===== config.mk =====
export PLATFORM = sky130hd
export DESIGN_NAME = cfg_startup_seq
export DESIGN_NICKNAME = d
export VERILOG_FILES = /design/src/rtl/cfg_seq_pkg.sv /design/src/rtl/cfg_seq_dp.sv /design/src/rtl/cfg_seq_ctrl.sv /design/src/rtl/cfg_startup_seq.sv
export SDC_FILE = /design/constraint.sdc
export NUM_CORES = 1
export LEC_CHECK = 0
export BUFFER_PORTS_ARGS = -buffer_cell sky130_fd_sc_hd__buf_2
export CELL_PAD_IN_SITES_DETAIL_PLACEMENT = 0
export CELL_PAD_IN_SITES_GLOBAL_PLACEMENT = 1
export CORE_AREA = 8 8 71 57
export DETAILED_ROUTE_END_ITERATION = 6
export DIE_AREA = 0 0 79 65
export PLACE_DENSITY = 0.71
export SYNTH_ARGS = -nofsm -noshare
export SYNTH_HDL_FRONTEND = slang
export SYNTH_SLANG_ARGS = --single-unit
export TNS_END_PERCENT = 10

===== constraint.sdc =====
create_clock -name clk -period 1.8 [get_ports clk]
set_clock_uncertainty 0.1 [all_clocks]
set_input_delay 0.18 -clock clk [delete_from_list [all_inputs] [get_ports clk]]
set_output_delay 0.18 -clock clk [all_outputs]
set_load 0.05 [all_outputs]

===== src/rtl/cfg_seq_pkg.sv =====
package cfg_seq_pkg;

  typedef enum logic [2:0] {
    ST_CLEAR,
    ST_FINAL,
    ST_WAIT,
    ST_LOAD,
    ST_DONE,
    ST_GINIT,
    ST_RUN
  } seqState_t;

  typedef struct packed {
    logic cntZero;
    logic cntStep;
    logic modeCapture;
  } seqStrobe_t;

  localparam logic [2:0] MODE_MSER  = 3'b000;
  localparam logic [2:0] MODE_MPAR  = 3'b001;
  localparam logic [2:0] MODE_APER  = 3'b011;

  function automatic logic modeDrivesClk(input logic [2:0] m);
    case (m)
      MODE_MSER, MODE_MPAR, MODE_APER: modeDrivesClk = 1'b1;
      default:                         modeDrivesClk = 1'b0;
    endcase
  endfunction

endpackage


===== src/rtl/cfg_seq_dp.sv =====
module cfg_seq_dp
  import cfg_seq_pkg::*;
#(
  parameter int FRAMES = 512
) (
  input  logic                      clk,
  input  logic                      rstN,
  input  seqStrobe_t                strobes,
  input  logic [2:0]                modePins,
  output logic                      passEnd,
  output logic [$clog2(FRAMES)-1:0] frameIdx,
  output logic [2:0]                modeReg,
  output logic                      masterClk
);

  localparam int CNT_W = $clog2(FRAMES);
  localparam logic [CNT_W-1:0] LAST = CNT_W'(FRAMES - 1);

  logic [CNT_W-1:0] cnt;

  always_ff @(posedge clk or negedge rstN) begin
    if (!rstN) begin
      cnt <= '0;
    end else if (strobes.cntZero) begin
      cnt <= '0;
    end else if (strobes.cntStep) begin
      cnt <= (cnt == LAST) ? '0 : cnt + 1'b1;
    end
  end

  always_ff @(posedge clk or negedge rstN) begin
    if (!rstN) begin
      modeReg <= '0;
    end else if (strobes.modeCapture) begin
      modeReg <= modePins;
    end
  end

  assign passEnd   = (cnt == LAST);
  assign frameIdx  = cnt;
  assign masterClk = modeDrivesClk(modeReg);


  frame_range_chk: assert property (@(posedge clk) disable iff (!rstN)
    cnt <= LAST);


  mode_hold_chk: assert property (@(posedge clk) disable iff (!rstN)
    !strobes.modeCapture |=> $stable(modeReg));


  abort_zero_chk: assert property (@(posedge clk) disable iff (!rstN)
    strobes.cntZero |=> (cnt == '0));

endmodule


===== src/rtl/cfg_seq_ctrl.sv =====
module cfg_seq_ctrl
  import cfg_seq_pkg::*;
(
  input  logic       clk,
  input  logic       rstN,
  input  logic       programN,
  input  logic       initSense,
  input  logic       doneSense,
  input  logic       dataDone,
  input  logic       passEnd,
  output seqStrobe_t strobes,
  output logic       initHoldLow,
  output logic       clearStrobe,
  output logic       doneOut,
  output logic       globalInitRel,
  output logic       outputsEn,
  output logic       loadPhase
);

  seqState_t state, nextState;

  always_ff @(posedge clk or negedge rstN) begin
    if (!rstN) state <= ST_CLEAR;
    else       state <= nextState;
  end

  always_comb begin
    nextState           = state;
    strobes             = '0;
    if (!programN) begin
      nextState         = ST_CLEAR;
      strobes.cntZero   = (state != ST_CLEAR);
      strobes.cntStep   = (state == ST_CLEAR);
    end else begin
      case (state)
        ST_CLEAR: begin
          strobes.cntStep = 1'b1;
          if (passEnd) nextState = ST_FINAL;
        end
        ST_FINAL: begin
          strobes.cntStep = 1'b1;
          if (passEnd) nextState = ST_WAIT;
        end
        ST_WAIT: begin
          if (initSense) begin
            nextState           = ST_LOAD;
            strobes.modeCapture = 1'b1;
          end
        end
        ST_LOAD:  if (dataDone)  nextState = ST_DONE;
        ST_DONE:  if (doneSense) nextState = ST_GINIT;
        ST_GINIT: nextState = ST_RUN;
        ST_RUN:   nextState = ST_RUN;
        default:  nextState = ST_CLEAR;
      endcase
    end
  end

  assign clearStrobe   = (state == ST_CLEAR) || (state == ST_FINAL);
  assign initHoldLow   = clearStrobe;
  assign loadPhase     = (state == ST_LOAD);
  assign doneOut       = (state == ST_DONE) || (state == ST_GINIT) || (state == ST_RUN);
  assign globalInitRel = (state == ST_GINIT) || (state == ST_RUN);
  assign outputsEn     = (state == ST_RUN);


  abort_clear_chk: assert property (@(posedge clk) disable iff (!rstN)
    !programN |=> (state == ST_CLEAR));


  extra_pass_entry_chk: assert property (@(posedge clk) disable iff (!rstN)
    (state == ST_CLEAR && !passEnd) |=> (state != ST_FINAL));


  wait_hold_chk: assert property (@(posedge clk) disable iff (!rstN)
    (state == ST_WAIT && !initSense && programN) |=> (state == ST_WAIT));


  done_stall_chk: assert property (@(posedge clk) disable iff (!rstN)
    (state == ST_DONE && !doneSense && programN) |=> !globalInitRel);


  start_order_chk: assert property (@(posedge clk) disable iff (!rstN)
    $rose(outputsEn) |-> $past(globalInitRel));

endmodule


===== src/rtl/cfg_startup_seq.sv =====
module cfg_startup_seq
  import cfg_seq_pkg::*;
#(
  parameter int FRAMES = 512
) (
  input  logic                      clk,
  input  logic                      rstN,
  input  logic                      programN,
  input  logic [2:0]                modePins,
  input  logic                      dataDone,
  input  logic                      doneSense,
  input  logic                      initSense,
  output logic                      initHoldLow,
  output logic                      doneOut,
  output logic                      clearStrobe,
  output logic [$clog2(FRAMES)-1:0] clearFrame,
  output logic [2:0]                cfgMode,
  output logic                      cclkDrive,
  output logic                      globalInitRel,
  output logic                      outputsEn
);

  seqStrobe_t strobes;
  logic       passEnd;
  logic       loadPhase;
  logic       masterClk;

  cfg_seq_ctrl u_ctrl (
    .clk          (clk),
    .rstN         (rstN),
    .programN     (programN),
    .initSense    (initSense),
    .doneSense    (doneSense),
    .dataDone     (dataDone),
    .passEnd      (passEnd),
    .strobes      (strobes),
    .initHoldLow  (initHoldLow),
    .clearStrobe  (clearStrobe),
    .doneOut      (doneOut),
    .globalInitRel(globalInitRel),
    .outputsEn    (outputsEn),
    .loadPhase    (loadPhase)
  );

  cfg_seq_dp #(.FRAMES(FRAMES)) u_dp (
    .clk      (clk),
    .rstN     (rstN),
    .strobes  (strobes),
    .modePins (modePins),
    .passEnd  (passEnd),
    .frameIdx (clearFrame),
    .modeReg  (cfgMode),
    .masterClk(masterClk)
  );

  assign cclkDrive = loadPhase && masterClk;


  cclk_phase_chk: assert property (@(posedge clk) disable iff (!rstN)
    cclkDrive |-> (!clearStrobe && !doneOut));

endmodule


# == Word-level counts from Yosys, hierarchy flattened ==
# Cells that the tools add are included.
# classes
n_reduce_logical,13
n_mux,17
addsub,1
n_eq_ne,14
# op_table
op,count
9-bit 2-to-1 mux,3
3-bit 2-to-1 mux,6
3-bit case mux with 6 select lines,1
"3-bit != test, second input constant",5
"9-bit by 1-bit adder with 9-bit output, second input constant",1
"3-bit by 2-bit equality test with 1-bit output, second input constant",3
"3-bit equality test, second input constant",3
"9-bit equality test, second input constant",1
1-bit 2-to-1 mux,7
"3-bit by 1-bit equality test with 1-bit output, second input constant",2
3-bit zero test,2
5-bit AND reduction,1
1-bit logical OR,4
2-bit OR reduction,2
3-bit nonzero test,1
3-bit OR reduction,1
2-bit nonzero test,1
1-bit logical AND,1
# totals
register_bits,15
input_bits,9
elab_cells,48
output_inout_bits,18

# == Longest topological paths before layout ==
# logic_depth
word_depth,6
mapped_depth,8
mapped_depth_nobuf,8

# == By module ==
# Synthesis repeated with hierarchy kept, for this count alone.
# hier_totals
hier_cells,97
hier_area_um2,877.1
# modules_own_cells
module,cells_per_inst,n_inst,area_each_um2,seq_area_each_um2
cfg_seq_dp,61,1,611.8,300.3
cfg_seq_ctrl,35,1,259.0,75.1
cfg_startup_seq,1,1,6.3,0.0

# == Worst setup path before layout ==
# Ideal clock, no wire load.
# synth_timing
kind,register to register
start,"reg u_dp.cnt[0], in the netlist u_dp.frameIdx[0]"
end,reg u_ctrl.state[0]
path_stages_with_launch,9
path_slack_ns,-0.585
t_required_ns,1.575
period_less_slack_ns,2.385
t_arrival_ns,2.160
path_buffers,0
setup_ns,0.125
path_cell_list,dfrtp_1 -> ha_1 -> nand3_1 -> nor2_1 -> ha_1 -> nand2b_1 -> o2111ai_1 -> nor3b_1 -> a2111oi_0
# synth_between
elab_chain_cells,3
elab_cells_between_ends,4
classes_between,3 x eq/ne; 1 x reduce/logical
# synth_rtl
element,line,text
from (decl),cfg_seq_dp.sv:19,logic [CNT_W-1:0] cnt;
from (signal assigned),cfg_seq_dp.sv:27,cnt <= (cnt == LAST) ? '0 : cnt + 1'b1;
9-bit equality test *,cfg_seq_dp.sv:39,assign passEnd = (cnt == LAST);
3-bit != test (no source line),n/a,
5-bit AND reduction (no source line) *,n/a,
to (signal assigned),cfg_seq_ctrl.sv:24,else state <= nextState;
to (decl),cfg_seq_ctrl.sv:20,"seqState_t state, nextState;"
# Mark *: on every way between the ends. The rest lies on a longest branch, timed or not.
# A chain may end at the register's enable or synchronous reset.

# == Worst setup path after layout ==
# layout_timing
start,reg u_ctrl.state[0]
end,out doneOut
# layout_between
elab_chain_cells,3
elab_cells_between_ends,5
classes_between,3 x eq/ne; 2 x reduce/logical
# layout_rtl
element,line,text
3-bit equality test,cfg_seq_ctrl.sv:62,assign doneOut = (state == ST_DONE) || (state == ST_GINIT) || (state == ST_RUN);
1-bit logical OR,cfg_seq_ctrl.sv:62,
1-bit logical OR *,cfg_seq_ctrl.sv:62,
to (decl),cfg_startup_seq.sv:14,"output logic doneOut,"
# Marks and branches as above.

==> run_summary.xml <==
<?xml version="1.0" encoding="UTF-8"?>
<metrics>
  <group name="status">
    <metric name="result_of_the_run" unit="">finished, violations left</metric>
    <metric name="violations_in_the_final_reports" unit="">negative setup slack</metric>
  </group>
  <group name="detailed_routing">
    <metric name="antenna_left" unit="">0</metric>
    <metric name="totalWireLength" unit="µm">2780</metric>
    <metric name="via_per_inst" unit="">5.16</metric>
    <metric name="routed-via-count" unit="">971</metric>
    <metric name="avgRoutedWirePerCell" unit="µm">14.8</metric>
    <metric name="drt-initial-drc-count" unit="">56</metric>
    <metric name="drt_drc_violations_left" unit="">0</metric>
    <metric name="drt_first_pass_iters" unit="">4</metric>
  </group>
  <group name="critical_path">
    <metric name="critPathKind" unit="">flip-flop to output port</metric>
    <metric name="register_to_register_path_setup_slack" unit="ns">-0.01</metric>
    <metric name="crit_path_start_kind" unit="">flip-flop</metric>
    <metric name="worst_r2r_endpoint" unit="">u_dp.frameIdx[4]$_DFFE_PN0P_</metric>
    <metric name="largest_stage_delay_on_the_critical_path" unit="ns">0.42</metric>
    <metric name="cpMaxStageDelayCell" unit="">dfrtp_1</metric>
    <metric name="timing.critical_path.arrival" unit="ns">1.53</metric>
    <metric name="path_cells" unit="">ha_1 &gt; buf_4 &gt; o31a_1 &gt; buf_6</metric>
    <metric name="crit_path_end_kind" unit="">output port</metric>
    <metric name="worst_ep_required_time" unit="ns">1.52</metric>
    <metric name="r2r.worst_path.cells" unit="">7</metric>
    <metric name="rr_startpoint" unit="">u_dp.frameIdx[1]$_DFFE_PN0P_</metric>
    <metric name="crit_fanout" unit="">4</metric>
  </group>
  <group name="synthesis">
    <metric name="cell_types_with_the_largest_area_share_after_synthesis" unit="">dfrtp_1 (39%), ha_1 (9.2%), mux2_2 (4.7%)</metric>
    <metric name="dominantRegCellSynth" unit="">dfrtp_1</metric>
    <metric name="post-synth-top-area-cell" unit="">dfrtp_1</metric>
    <metric name="count_leader_synth" unit="">dfrtp_1</metric>
    <metric name="synth-async-reset-ratio" unit="">1.00</metric>
    <metric name="syn-mean-instance-area" unit="µm²">9.55</metric>
    <metric name="synthDistinctLibCells" unit="">34</metric>
    <metric name="ys.warnings.count" unit="">0</metric>
    <metric name="synth_seq_area_share" unit="">0.393</metric>
    <metric name="synth_enable_flop_cells" unit="">0</metric>
    <metric name="syn-instance-count" unit="">100</metric>
    <metric name="synth_commonest_cells" unit="">dfrtp_1 (15), o21ai_0 (8), ha_1 (7)</metric>
    <metric name="synth.ff_latch_count" unit="">15</metric>
    <metric name="synth_area" unit="µm²">955</metric>
    <metric name="post-synth-top-area-fraction" unit="">0.393</metric>
    <metric name="mappedNetlistNets" unit="">116</metric>
  </group>
  <group name="die">
    <metric name="die_w" unit="µm">79</metric>
    <metric name="fp.dieH" unit="µm">65</metric>
    <metric name="core_region_area" unit="mm²">0.00289</metric>
    <metric name="number_of_top_level_pins" unit="">27</metric>
    <metric name="placementRows" unit="">17</metric>
    <metric name="design.die.area" unit="mm²">0.00514</metric>
    <metric name="effective_utilization_at_floorplan" unit="">0.330</metric>
  </group>
  <group name="placed_design">
    <metric name="gp_routability_congestion" unit="">0.900</metric>
    <metric name="port_buffers" unit="">26</metric>
    <metric name="dp_worst_setup_slack" unit="ns">-0.0706</metric>
    <metric name="place.detailed.hpwl" unit="µm">2080</metric>
  </group>
  <group name="sta">
    <metric name="worst_hold_slack" unit="ns">0.0699</metric>
    <metric name="final-hold-violation-count" unit="">0</metric>
    <metric name="finalCriticalPeriod" unit="ns">1.81</metric>
    <metric name="timing.fmax" unit="MHz">551</metric>
    <metric name="layout_worst_path_cycle_share" unit="">1.01</metric>
    <metric name="slew-limit-headroom" unit="">0.764</metric>
    <metric name="post-route-worst-setup-slack" unit="ns">-0.0147</metric>
    <metric name="finalSetupViolations" unit="">2</metric>
    <metric name="tightest_slew" unit="ns">0.355</metric>
    <metric name="final_max_slew_viol_count" unit="">0</metric>
    <metric name="rsz0062_at_grt" unit="">yes</metric>
  </group>
  <group name="clock_network">
    <metric name="cts.htree.levels" unit="">1</metric>
    <metric name="tritoncts" unit="">yes</metric>
    <metric name="clock_tree.root_cell" unit="">clkbuf_8</metric>
    <metric name="cts-root-to-sink-buffers" unit="">2</metric>
    <metric name="cts_inserted_buffers" unit="">3</metric>
    <metric name="clkSinkCount" unit="">15</metric>
    <metric name="latest_clock_arrival_within_the_worst_skew_pair" unit="ns">0.25</metric>
    <metric name="clock_transition_at_the_register_clock_pins_on_the_worst_setup_and_hold_paths_after_cts" unit="ns">0.06</metric>
  </group>
  <group name="worst_hold_path">
    <metric name="hold_path_depth" unit="">2</metric>
    <metric name="whs_endpoint" unit="">u_dp.modeReg[1]$_DFFE_PN0P_</metric>
    <metric name="timing.hold.worst.start" unit="">modePins[1]</metric>
    <metric name="hold_path_class" unit="">input port to flip-flop</metric>
  </group>
  <group name="global_route">
    <metric name="grt_overflow" unit="">0</metric>
    <metric name="grt_first_pass_wirelength" unit="µm">4710</metric>
    <metric name="grt_start_max_net_pins" unit="">16</metric>
    <metric name="grt_pass1_vias" unit="">993</metric>
    <metric name="initial_antenna_violation_count" unit="">0</metric>
    <metric name="gr-usage-all-layers" unit="">0.112</metric>
  </group>
  <group name="pwr">
    <metric name="static-leakage-power" unit="nW">0.696</metric>
    <metric name="power_per_standard_cell_area" unit="mW/mm²">1320</metric>
    <metric name="vdd_drop_max" unit="mV">1.32</metric>
  </group>
  <group name="cells_and_area">
    <metric name="num-nets-final" unit="">167</metric>
    <metric name="drive_gt1_frac" unit="">0.540</metric>
    <metric name="antenna_cells" unit="">0</metric>
    <metric name="area_growth_syn_to_layout" unit="%">56.9</metric>
  </group>
  <group name="job">
    <metric name="max_cap_viol_count" unit="">0</metric>
  </group>
</metrics>
-- cell families (layout without fill, tap and decap cells) --
| logic type | Yosys count | count (layout) | synth area share |
|---|---|---|---|
| compound gates | 28 | 28 | 0.199 |
| fa+ha+maj | 7 | 7 | 0.0917 |
| buf+inv | 8 | 58 | 0.0367 |
| flops | 15 | 15 | 0.393 |
| mux | 6 | 6 | 0.0681 |
| simple gates | 36 | 36 | 0.211 |
-- layout by cell type (no fill, tap or decap), types with 3 or more instances in the layout --
cell and instances:
nand2b_1 4, or3_1 3, ha_1 4, a21oi_1 5
dfrtp_1 10, nor2_1 4, nand2_1 6, buf_2 22
ha_4 3, mux2_2 4, clkbuf_8 3, buf_6 3
buf_4 21, o21ai_0 6, inv_1 5, nor3_2 3
dfrtp_2 5
-- final cells by class --
class	count	area (µm²)
clock buffer	3	41.3
clock inverter	1	5.00
fill	278	1400
inverter	6	22.5
multi-input combinational	77	681
sequential	15	382
tap	38	47.5
timing repair buffer	48	319
-- repair_timing --
item                                    in CTS  in global routing
endpoints found under the hold margin       15                  0
endpoints found under the setup margin       8                 13
hold buffers                                 1                  0
pin swaps                                    7                  4
resized for setup                           14                 19
buffers inserted                             1                  0
-- worst max path at each step --
stage	from	cells after the start	endpoint	slack, ns
4_1_cts	u_dp.frameIdx[0]$_DFFE_PN0P_	8	u_ctrl.state[0]$_DFFE_PN0P_	-0.02
5_1_grt	u_dp.frameIdx[1]$_DFFE_PN0P_	8	u_ctrl.state[0]$_DFFE_PN0P_	-0.09
3_5_place_dp	u_dp.frameIdx[1]$_DFFE_PN0P_	8	u_ctrl.state[1]$_DFFE_PN0P_	-0.07
6_report	u_ctrl.state[0]$_DFFE_PN0P_	4	doneOut	-0.01
2_1_floorplan	u_ctrl.state[0]$_DFFE_PN0P_	5	initHoldLow	-0.30
3_3_place_gp	u_dp.frameIdx[1]$_DFFE_PN0P_	8	u_ctrl.state[1]$_DFFE_PN0P_	-0.07
-- report_power, final --
part,total (mW),internal (mW),switching (mW)
clock network,0.274,0.153,0.120
registers,0.548,0.448,0.0997
logic,1.15,0.424,0.730
-- routing by layer --
layer	wire (µm)	track usage
met2	1240	0.171
met1	1350	0.149
met5	0	0
met4	19	0.0253
met3	172	0.0344
-- flip-flops by register name, indices dropped and copies added (netlist names) --
signal,count
u_dp.frameIdx,9
u_ctrl.state,3
u_dp.modeReg,3
-- metrics by stage --
stage | area [µm²] | std cells | TNS, ns | util | power, mW
CTS | 1420 | 188 | -0.0972 | 0.490 | 1.93
global placement | 1300 | 182 | -0.186 | 0.448 | 1.57
floorplan | 981 | 100 | -1.21 | - | 1.22
detailed placement | 1300 | 182 | -0.210 | 0.448 | 1.59
finish | 1500 | 188 | -0.0264 | 0.518 | 1.98
global route | 1500 | 188 | -0.535 | 0.518 | 2.10
-- critical path: cells and delay by family (launching register included) --
| kind | cells | cell delay (ns) |
|---|---|---|
| AO/OA/AOI/OAI | 1 | 0.31 |
| adder cells (fa/ha/maj) | 1 | 0.24 |
| buffers and inverters | 2 | 0.31 |
| flip-flops | 1 | 0.42 |
Power figures use the tool's default switching activity.
